**config.mk**
```make
export PLATFORM = sky130hd
export DESIGN_NAME = vfd_grid_scanner
export DESIGN_NICKNAME = d
export VERILOG_FILES = /design/src/rtl/vfd_scan_pkg.sv /design/src/rtl/vfd_pattern_bank.sv /design/src/rtl/vfd_dwell_timer.sv /design/src/rtl/vfd_scan_fsm.sv /design/src/rtl/vfd_grid_scanner.sv
export SDC_FILE = /design/constraint.sdc
export NUM_CORES = 1
export LEC_CHECK = 0
export BUFFER_PORTS_ARGS = -buffer_cell sky130_fd_sc_hd__buf_2
export CAP_MARGIN = 20
export CORE_MARGIN = 2
export CORE_UTILIZATION = 53
export DETAILED_ROUTE_END_ITERATION = 12
export HOLD_SLACK_MARGIN = 0.08
export PLACE_DENSITY = 0.73
export SYNTH_ARGS = -nofsm -noshare
export SYNTH_HDL_FRONTEND = slang
export SYNTH_SLANG_ARGS = --single-unit
```
**constraint.sdc**
```tcl
create_clock -name clk_i -period 2.5 [get_ports clk_i]
set_input_delay 0.375 -clock clk_i [delete_from_list [all_inputs] [get_ports clk_i]]
set_output_delay 0.375 -clock clk_i [all_outputs]
set_load 0.02 [all_outputs]
```
**src/rtl/vfd_scan_pkg.sv**
```systemverilog
package vfd_scan_pkg;

    // Scan controller states
    typedef enum logic [0:0] {
        ST_BLANK = 1'b0,
        ST_DWELL = 1'b1
    } scan_state_e;

endpackage

```
**src/rtl/vfd_pattern_bank.sv**
```systemverilog
module vfd_pattern_bank #(
    parameter int NUM_GRIDS = 11,
    parameter int ANODE_W   = 14,
    parameter int IDX_W     = 4
) (
    input  logic               clk_i,
    input  logic               rst_ni,
    input  logic               wr_en_i,
    input  logic [IDX_W-1:0]   wr_idx_i,
    input  logic [ANODE_W-1:0] wr_data_i,
    input  logic [IDX_W-1:0]   rd_idx_i,
    output logic [ANODE_W-1:0] rd_data_o
);

    logic [ANODE_W-1:0] bank_q [NUM_GRIDS];

    // One register per grid; an index outside the bank hits no slot
    for (genvar g = 0; g < NUM_GRIDS; g++) begin : g_slot
        logic slot_hit;
        assign slot_hit = wr_en_i && (wr_idx_i == IDX_W'(g));

        always_ff @(posedge clk_i or negedge rst_ni) begin
            if (!rst_ni) begin
                bank_q[g] <= '0;
            end else if (slot_hit) begin
                bank_q[g] <= wr_data_i;
            end
        end
    end

    always_comb begin
        rd_data_o = '0;
        for (int g = 0; g < NUM_GRIDS; g++) begin
            if (rd_idx_i == IDX_W'(g)) begin
                rd_data_o = bank_q[g];
            end
        end
    end

endmodule

```
**src/rtl/vfd_dwell_timer.sv**
```systemverilog
module vfd_dwell_timer #(
    parameter int DWELL_CYCLES = 6
) (
    input  logic clk_i,
    input  logic rst_ni,
    input  logic run_i,
    output logic done_o
);

    localparam int              CNT_W = (DWELL_CYCLES > 1) ? $clog2(DWELL_CYCLES) : 1;
    localparam logic [CNT_W-1:0] LAST = CNT_W'(DWELL_CYCLES - 1);

    logic [CNT_W-1:0] cnt_q;

    assign done_o = run_i && (cnt_q == LAST);

    always_ff @(posedge clk_i or negedge rst_ni) begin
        if (!rst_ni) begin
            cnt_q <= '0;
        end else if (!run_i || done_o) begin
            cnt_q <= '0;
        end else begin
            cnt_q <= cnt_q + 1'b1;
        end
    end

endmodule

```
**src/rtl/vfd_scan_fsm.sv**
```systemverilog
module vfd_scan_fsm
    import vfd_scan_pkg::*;
#(
    parameter int NUM_GRIDS = 11,
    parameter int IDX_W     = 4
) (
    input  logic             clk_i,
    input  logic             rst_ni,
    input  logic             dwell_done_i,
    output scan_state_e      state_o,
    output logic [IDX_W-1:0] idx_o
);

    localparam logic [IDX_W-1:0] TOP_IDX = IDX_W'(NUM_GRIDS - 1);

    scan_state_e      state_q, state_d;
    logic [IDX_W-1:0] idx_q, idx_d;

    // Next-state logic: T_SHOW, T_HOLD, T_NEXT
    always_comb begin
        state_d = state_q;
        idx_d   = idx_q;
        unique case (state_q)
            ST_BLANK: begin
                state_d = ST_DWELL;                      // T_SHOW
            end
            ST_DWELL: begin
                if (dwell_done_i) begin                  // T_NEXT
                    state_d = ST_BLANK;
                    idx_d   = (idx_q == '0) ? TOP_IDX : idx_q - 1'b1;
                end                                      // else T_HOLD
            end
        endcase
    end

    // State register
    always_ff @(posedge clk_i or negedge rst_ni) begin
        if (!rst_ni) begin
            state_q <= ST_BLANK;
            idx_q   <= TOP_IDX;
        end else begin
            state_q <= state_d;
            idx_q   <= idx_d;
        end
    end

    assign state_o = state_q;
    assign idx_o   = idx_q;

endmodule

```
**src/rtl/vfd_grid_scanner.sv**
```systemverilog
module vfd_grid_scanner
    import vfd_scan_pkg::*;
#(
    parameter  int NUM_GRIDS    = 11,
    parameter  int ANODE_W      = 14,
    parameter  int DWELL_CYCLES = 6,
    localparam int IDX_W        = $clog2(NUM_GRIDS)
) (
    input  logic                 clk_i,
    input  logic                 rst_ni,
    input  logic                 wr_en_i,
    input  logic [IDX_W-1:0]     wr_grid_i,
    input  logic [ANODE_W-1:0]   wr_pattern_i,
    output logic [NUM_GRIDS-1:0] grid_o,
    output logic [ANODE_W-1:0]   anode_o
);

    scan_state_e          scan_state;
    logic [IDX_W-1:0]     scan_idx;
    logic                 dwell_done;
    logic [ANODE_W-1:0]   rd_pattern;
    logic [NUM_GRIDS-1:0] grid_sel;
    logic [NUM_GRIDS-1:0] grid_q;
    logic [ANODE_W-1:0]   anode_q;

    vfd_pattern_bank #(
        .NUM_GRIDS (NUM_GRIDS),
        .ANODE_W   (ANODE_W),
        .IDX_W     (IDX_W)
    ) u_bank (
        .clk_i     (clk_i),
        .rst_ni    (rst_ni),
        .wr_en_i   (wr_en_i),
        .wr_idx_i  (wr_grid_i),
        .wr_data_i (wr_pattern_i),
        .rd_idx_i  (scan_idx),
        .rd_data_o (rd_pattern)
    );

    vfd_dwell_timer #(
        .DWELL_CYCLES (DWELL_CYCLES)
    ) u_timer (
        .clk_i  (clk_i),
        .rst_ni (rst_ni),
        .run_i  (scan_state == ST_DWELL),
        .done_o (dwell_done)
    );

    vfd_scan_fsm #(
        .NUM_GRIDS (NUM_GRIDS),
        .IDX_W     (IDX_W)
    ) u_fsm (
        .clk_i        (clk_i),
        .rst_ni       (rst_ni),
        .dwell_done_i (dwell_done),
        .state_o      (scan_state),
        .idx_o        (scan_idx)
    );

    // Grid index decoder
    for (genvar g = 0; g < NUM_GRIDS; g++) begin : g_dec
        assign grid_sel[g] = (scan_idx == IDX_W'(g));
    end

    // Output process: load at dwell start, clear when the dwell ends
    always_ff @(posedge clk_i or negedge rst_ni) begin
        if (!rst_ni) begin
            grid_q  <= '0;
            anode_q <= '0;
        end else begin
            unique case (scan_state)
                ST_BLANK: begin
                    grid_q  <= grid_sel;
                    anode_q <= rd_pattern;
                end
                ST_DWELL: begin
                    if (dwell_done) begin
                        grid_q  <= '0;
                        anode_q <= '0;
                    end
                end
            endcase
        end
    end

    assign grid_o  = grid_q;
    assign anode_o = anode_q;

endmodule

```
==> impl_metrics.env <==
export IMPL_synth_top_area_share=0.511
export IMPL_synth_cell_types=42
export IMPL_initial_core_util=0.544
export IMPL_hold_path_end="u_bank.bank_q[11]$_DFFE_PN0P_"
export IMPL_end_kind="flop"
export IMPL_whs_ns=0.297
export IMPL_yosysSeqAreaShare=0.517
export IMPL_areaGrowthSynthToFinish_pct=11.6
export IMPL_p_switching_mw=1.93
export IMPL_drive_above_1_share=0.298
export IMPL_grt_overflow=0
export IMPL_hpwl_mm=14.8
export IMPL_r2r_end="anode_o[12]$_DFFE_PN0N_"
export IMPL_grt_pass1_vias=6639
export IMPL_cp_slowest_stage_delay_ns=0.57
export IMPL_cts_sinks=187
export IMPL_yosys_top_cells_area="dfrtp_1, mux2_2, o21ai_0, a21oi_1, a22oi_1"
export IMPL_use_met1=0.354
export IMPL_cpMostUsedCell="buf_4"
export IMPL_worst_pin_slew_ns=0.981
export IMPL_power_density_nw_per_um2=741
export IMPL_place_inst=1066
export IMPL_grt_busiest_layer="met2"
export IMPL_cts_buffer_depth=2
export IMPL_syn_area_sq_um=9060
export IMPL_crit_family="flip-flops"
export IMPL_max_slew_margin_rel=0.346
export IMPL_syn_avg_cell_area_sq_um=10.9
export IMPL_period_share=0.900
export IMPL_wl_mm=22.7
export IMPL_period_needed_ns=2.25
export IMPL_power_frac_seq=0.524
export IMPL_hp_start="wr_pattern_i[11]"
export IMPL_cts_root_buf="clkbuf_16"
export IMPL_viasPerCell=6.08
export IMPL_syn_nets=862
export IMPL_r2r_cells=8
export IMPL_grt_met2_usage=0.415
export IMPL_cap_violations=0
export IMPL_vias=6678
export IMPL_clock_latency_ns=0.43
export IMPL_final_cells=1099
export IMPL_core_area_sq_um=16600
export IMPL_synth_simple_area_share=0.0960
export IMPL_status="finished clean"
export IMPL_clk_pin_slew_worst_paths_ns=0.07
export IMPL_antenna_cells=0
export IMPL_p_sw_frac=0.258
export IMPL_regToRegStartpoint="u_fsm.idx_o[1]$_DFFE_PN1P_"
export IMPL_fp_dieW_um=135
export IMPL_cts_made_buffers=17
export IMPL_grt_usage=0.260
export IMPL_cts_tree="built"
export IMPL_finalClockSkew_ns=0.00704
export IMPL_grt_max_degree=80
export IMPL_fmax_mhz=445
export IMPL_critPathMaxFanout=10
export IMPL_arrival_ns=2.57
export IMPL_synthMuxAreaShare=0.175
export IMPL_finalHoldViolations=0
export IMPL_port_buffers=45
export IMPL_floorplan_die_area_sq_um=18200
export IMPL_cp_data_required_time_ns=2.82
export IMPL_total_leakage_power_nw=4.52
export IMPL_drt_iter0_markers=615
export IMPL_path_cells="inv_1 > ha_1 > buf_4 > and2_1 > buf_4 > a221oi_1 > o21ai_0 > a41o_1"
export IMPL_synth_top_family_by_area="multiplexers"
export IMPL_rows=47
export IMPL_synth_seq_cells=187
export IMPL_layout_nets=893
export IMPL_htreeDepth=4
export IMPL_setup_tns_ns=0
export IMPL_cts_setup_buffers=0
export IMPL_cp_start_kind="flop"
export IMPL_setup_viol=0
export IMPL_die_h_um=135
export IMPL_drt_pass1_iterations=7
export IMPL_cell_internal_pwr_mw=5.56
export IMPL_antenna_found_initial=0
export IMPL_combinationalPowerShare=0.134
export IMPL_synth_top_area_cell="dfrtp_1"
export IMPL_synth_compound_area_frac=0.150
export IMPL_clockPowerShare=0.342
export IMPL_grt_pass1_wl_mm=36.4
export IMPL_wl_per_cell_um=20.7
export IMPL_rsz0062_at_grt="no"
export IMPL_synth_xor_area_share=0.000967
export IMPL_synth_warnings=0
export IMPL_met3_usage=0.0544
export IMPL_drc=0
export IMPL_ios=46
export IMPL_crit_slowest_cell="dfstp_2"
export IMPL_ant_nets=0
export IMPL_ff2ff_setup_slack_ns=0.25
export IMPL_min_path_cells=3
export IMPL_place_gp_congestion=0.868
export IMPL_hold_class="input port to flop"
export IMPL_postSynthCellCount=835
export IMPL_slew_viol_final=0
export IMPL_critical_path_class="flop to flop"
export IMPL_ir_drop_uv=414
export IMPL_critical_path_buf_inv_count=3
export IMPL_synthAdderAreaFrac=0.00829
export IMPL_power_mw=7.48
-- kinds of logic (layout without fill, tap and decap cells) --
| family | count (synthesis) | in the layout |
|---|---|---|
| adder cells (fa/ha/maj) | 6 | 6 |
| AND/OR/NAND/NOR | 169 | 169 |
| AO/OA/AOI/OAI | 227 | 227 |
| buffers and inverters | 104 | 148 |
| multiplexers | 141 | 141 |
| XOR/XNOR | 1 | 1 |
| flip-flops | 187 | 187 |
-- flip-flops by register name, indices dropped and copies added (netlist names) --
register / flops
anode_o: 14
grid_o: 11
u_bank.bank_q: 154
u_fsm.idx_o: 4
u_fsm.state_o: 1
u_timer.cnt_q: 3
-- power by group through the flow --
| stage | combinational [mW] | sequential, mW | clock (mW) |
|---|---|---|---|
| floorplan | 0.752 | 3.86 | 0 |
| CTS | 1.01 | 3.91 | 2.59 |
| finish | 1.00 | 3.92 | 2.56 |
| detailed placement | 1.00 | 3.96 | 0 |
| global placement | 0.954 | 3.94 | 0 |
| global route | 1.12 | 3.98 | 2.71 |
-- cell usage in the layout, fill, tap and decap left out, drive strengths merged, types with 2 or more instances in the layout --
master / count
a22oi: 26
nand3b: 4
clkinvlp: 5
mux2: 140
inv: 33
a21oi: 72
clkbuf: 20
o41ai: 2
dfrtp: 185
o21ai: 91
a22o: 2
ha: 6
a32o: 3
nand2: 46
clkinv: 5
nand3: 2
a41o: 13
nor2: 51
and2: 4
dfstp: 2
nand2b: 22
a221oi: 15
and3b: 2
nor2b: 32
buf: 83
-- Yosys cell counts --
cell type / count
nand2b_1: 22
clkbuf_1: 33
buf_6: 5
and2_4: 1
or2_1: 1
a21oi_1: 72
nand4_1: 1
ha_1: 6
dfstp_2: 2
a22oi_1: 26
a221oi_1: 15
buf_1: 1
xnor2_1: 1
and2_1: 3
mux2_2: 138
inv_1: 31
mux2_1: 2
or3_1: 1
a32o_1: 3
mux2i_1: 1
nor2b_1: 30
o22ai_1: 1
buf_2: 30
a22o_1: 2
o21bai_1: 1
nor2b_4: 2
and3b_1: 2
clkbuf_2: 1
nor2_1: 51
dfrtp_1: 185
a41o_1: 13
o21ai_0: 79
o21ai_1: 12
nand3b_1: 4
and4bb_2: 1
o311ai_1: 1
nor3b_2: 1
nor4b_4: 1
nand3_1: 2
o41ai_1: 2
nand2_1: 46
buf_4: 3
-- per-layer routing --
layer | wire (um) | up-vias
met5 | 0 | -
met4 | 459 | 0
met3 | 1230 | 37
met2 | 10800 | 231
met1 | 10200 | 3421
li1 | - | 2989
-- worst max-delay path by stage --
| stage | from | end | cells past startpoint |
|---|---|---|---|
| floorplan | u_fsm.idx_o[1]$_DFFE_PN1P_ | anode_o[2]$_DFFE_PN0N_ | 10 |
| global placement | u_fsm.idx_o[1]$_DFFE_PN1P_ | anode_o[11]$_DFFE_PN0N_ | 8 |
| detailed placement | u_fsm.idx_o[1]$_DFFE_PN1P_ | anode_o[2]$_DFFE_PN0N_ | 8 |
| CTS | u_fsm.idx_o[1]$_DFFE_PN1P_ | anode_o[3]$_DFFE_PN0N_ | 8 |
| global route | u_fsm.idx_o[1]$_DFFE_PN1P_ | anode_o[3]$_DFFE_PN0N_ | 8 |
| finish | u_fsm.idx_o[1]$_DFFE_PN1P_ | anode_o[12]$_DFFE_PN0N_ | 8 |
-- worst min-delay path, stage by stage --
cell and delay [ns]:
buf_2 0.17, nand2_1 0.07, o21ai_0 0.07
-- area by class of cell --
cell class / instances / area (sq um)
Fill cell: 1348 / 6540
Sequential cell: 187 / 4680
Multi-Input combinational cell: 544 / 3910
Timing Repair Buffer: 85 / 574
Clock buffer: 19 / 433
Tap cell: 220 / 275
Clock inverter: 13 / 121
Inverter: 31 / 116
-- what timing repair did --
| item | CTS | global route |
|---|---|---|
| endpoints found under the hold margin | 74 | 0 |
| setup endpoints to repair | 0 | 0 |
| resized for setup | 0 | 0 |
| hold buffers | 1 | 0 |
-- per-stage QoR --
stage / utilization / area, sq um / setup slack (ns)
after floorplan: - / 9060 / 0.551
after global placement: 0.573 / 9540 / 0.354
after detailed placement: 0.573 / 9540 / 0.306
after CTS: 0.607 / 10100 / 0.267
after global routing: 0.607 / 10100 / 0.140
final: 0.607 / 10100 / 0.251
Note: power is estimated with default switching activity, not from simulation.
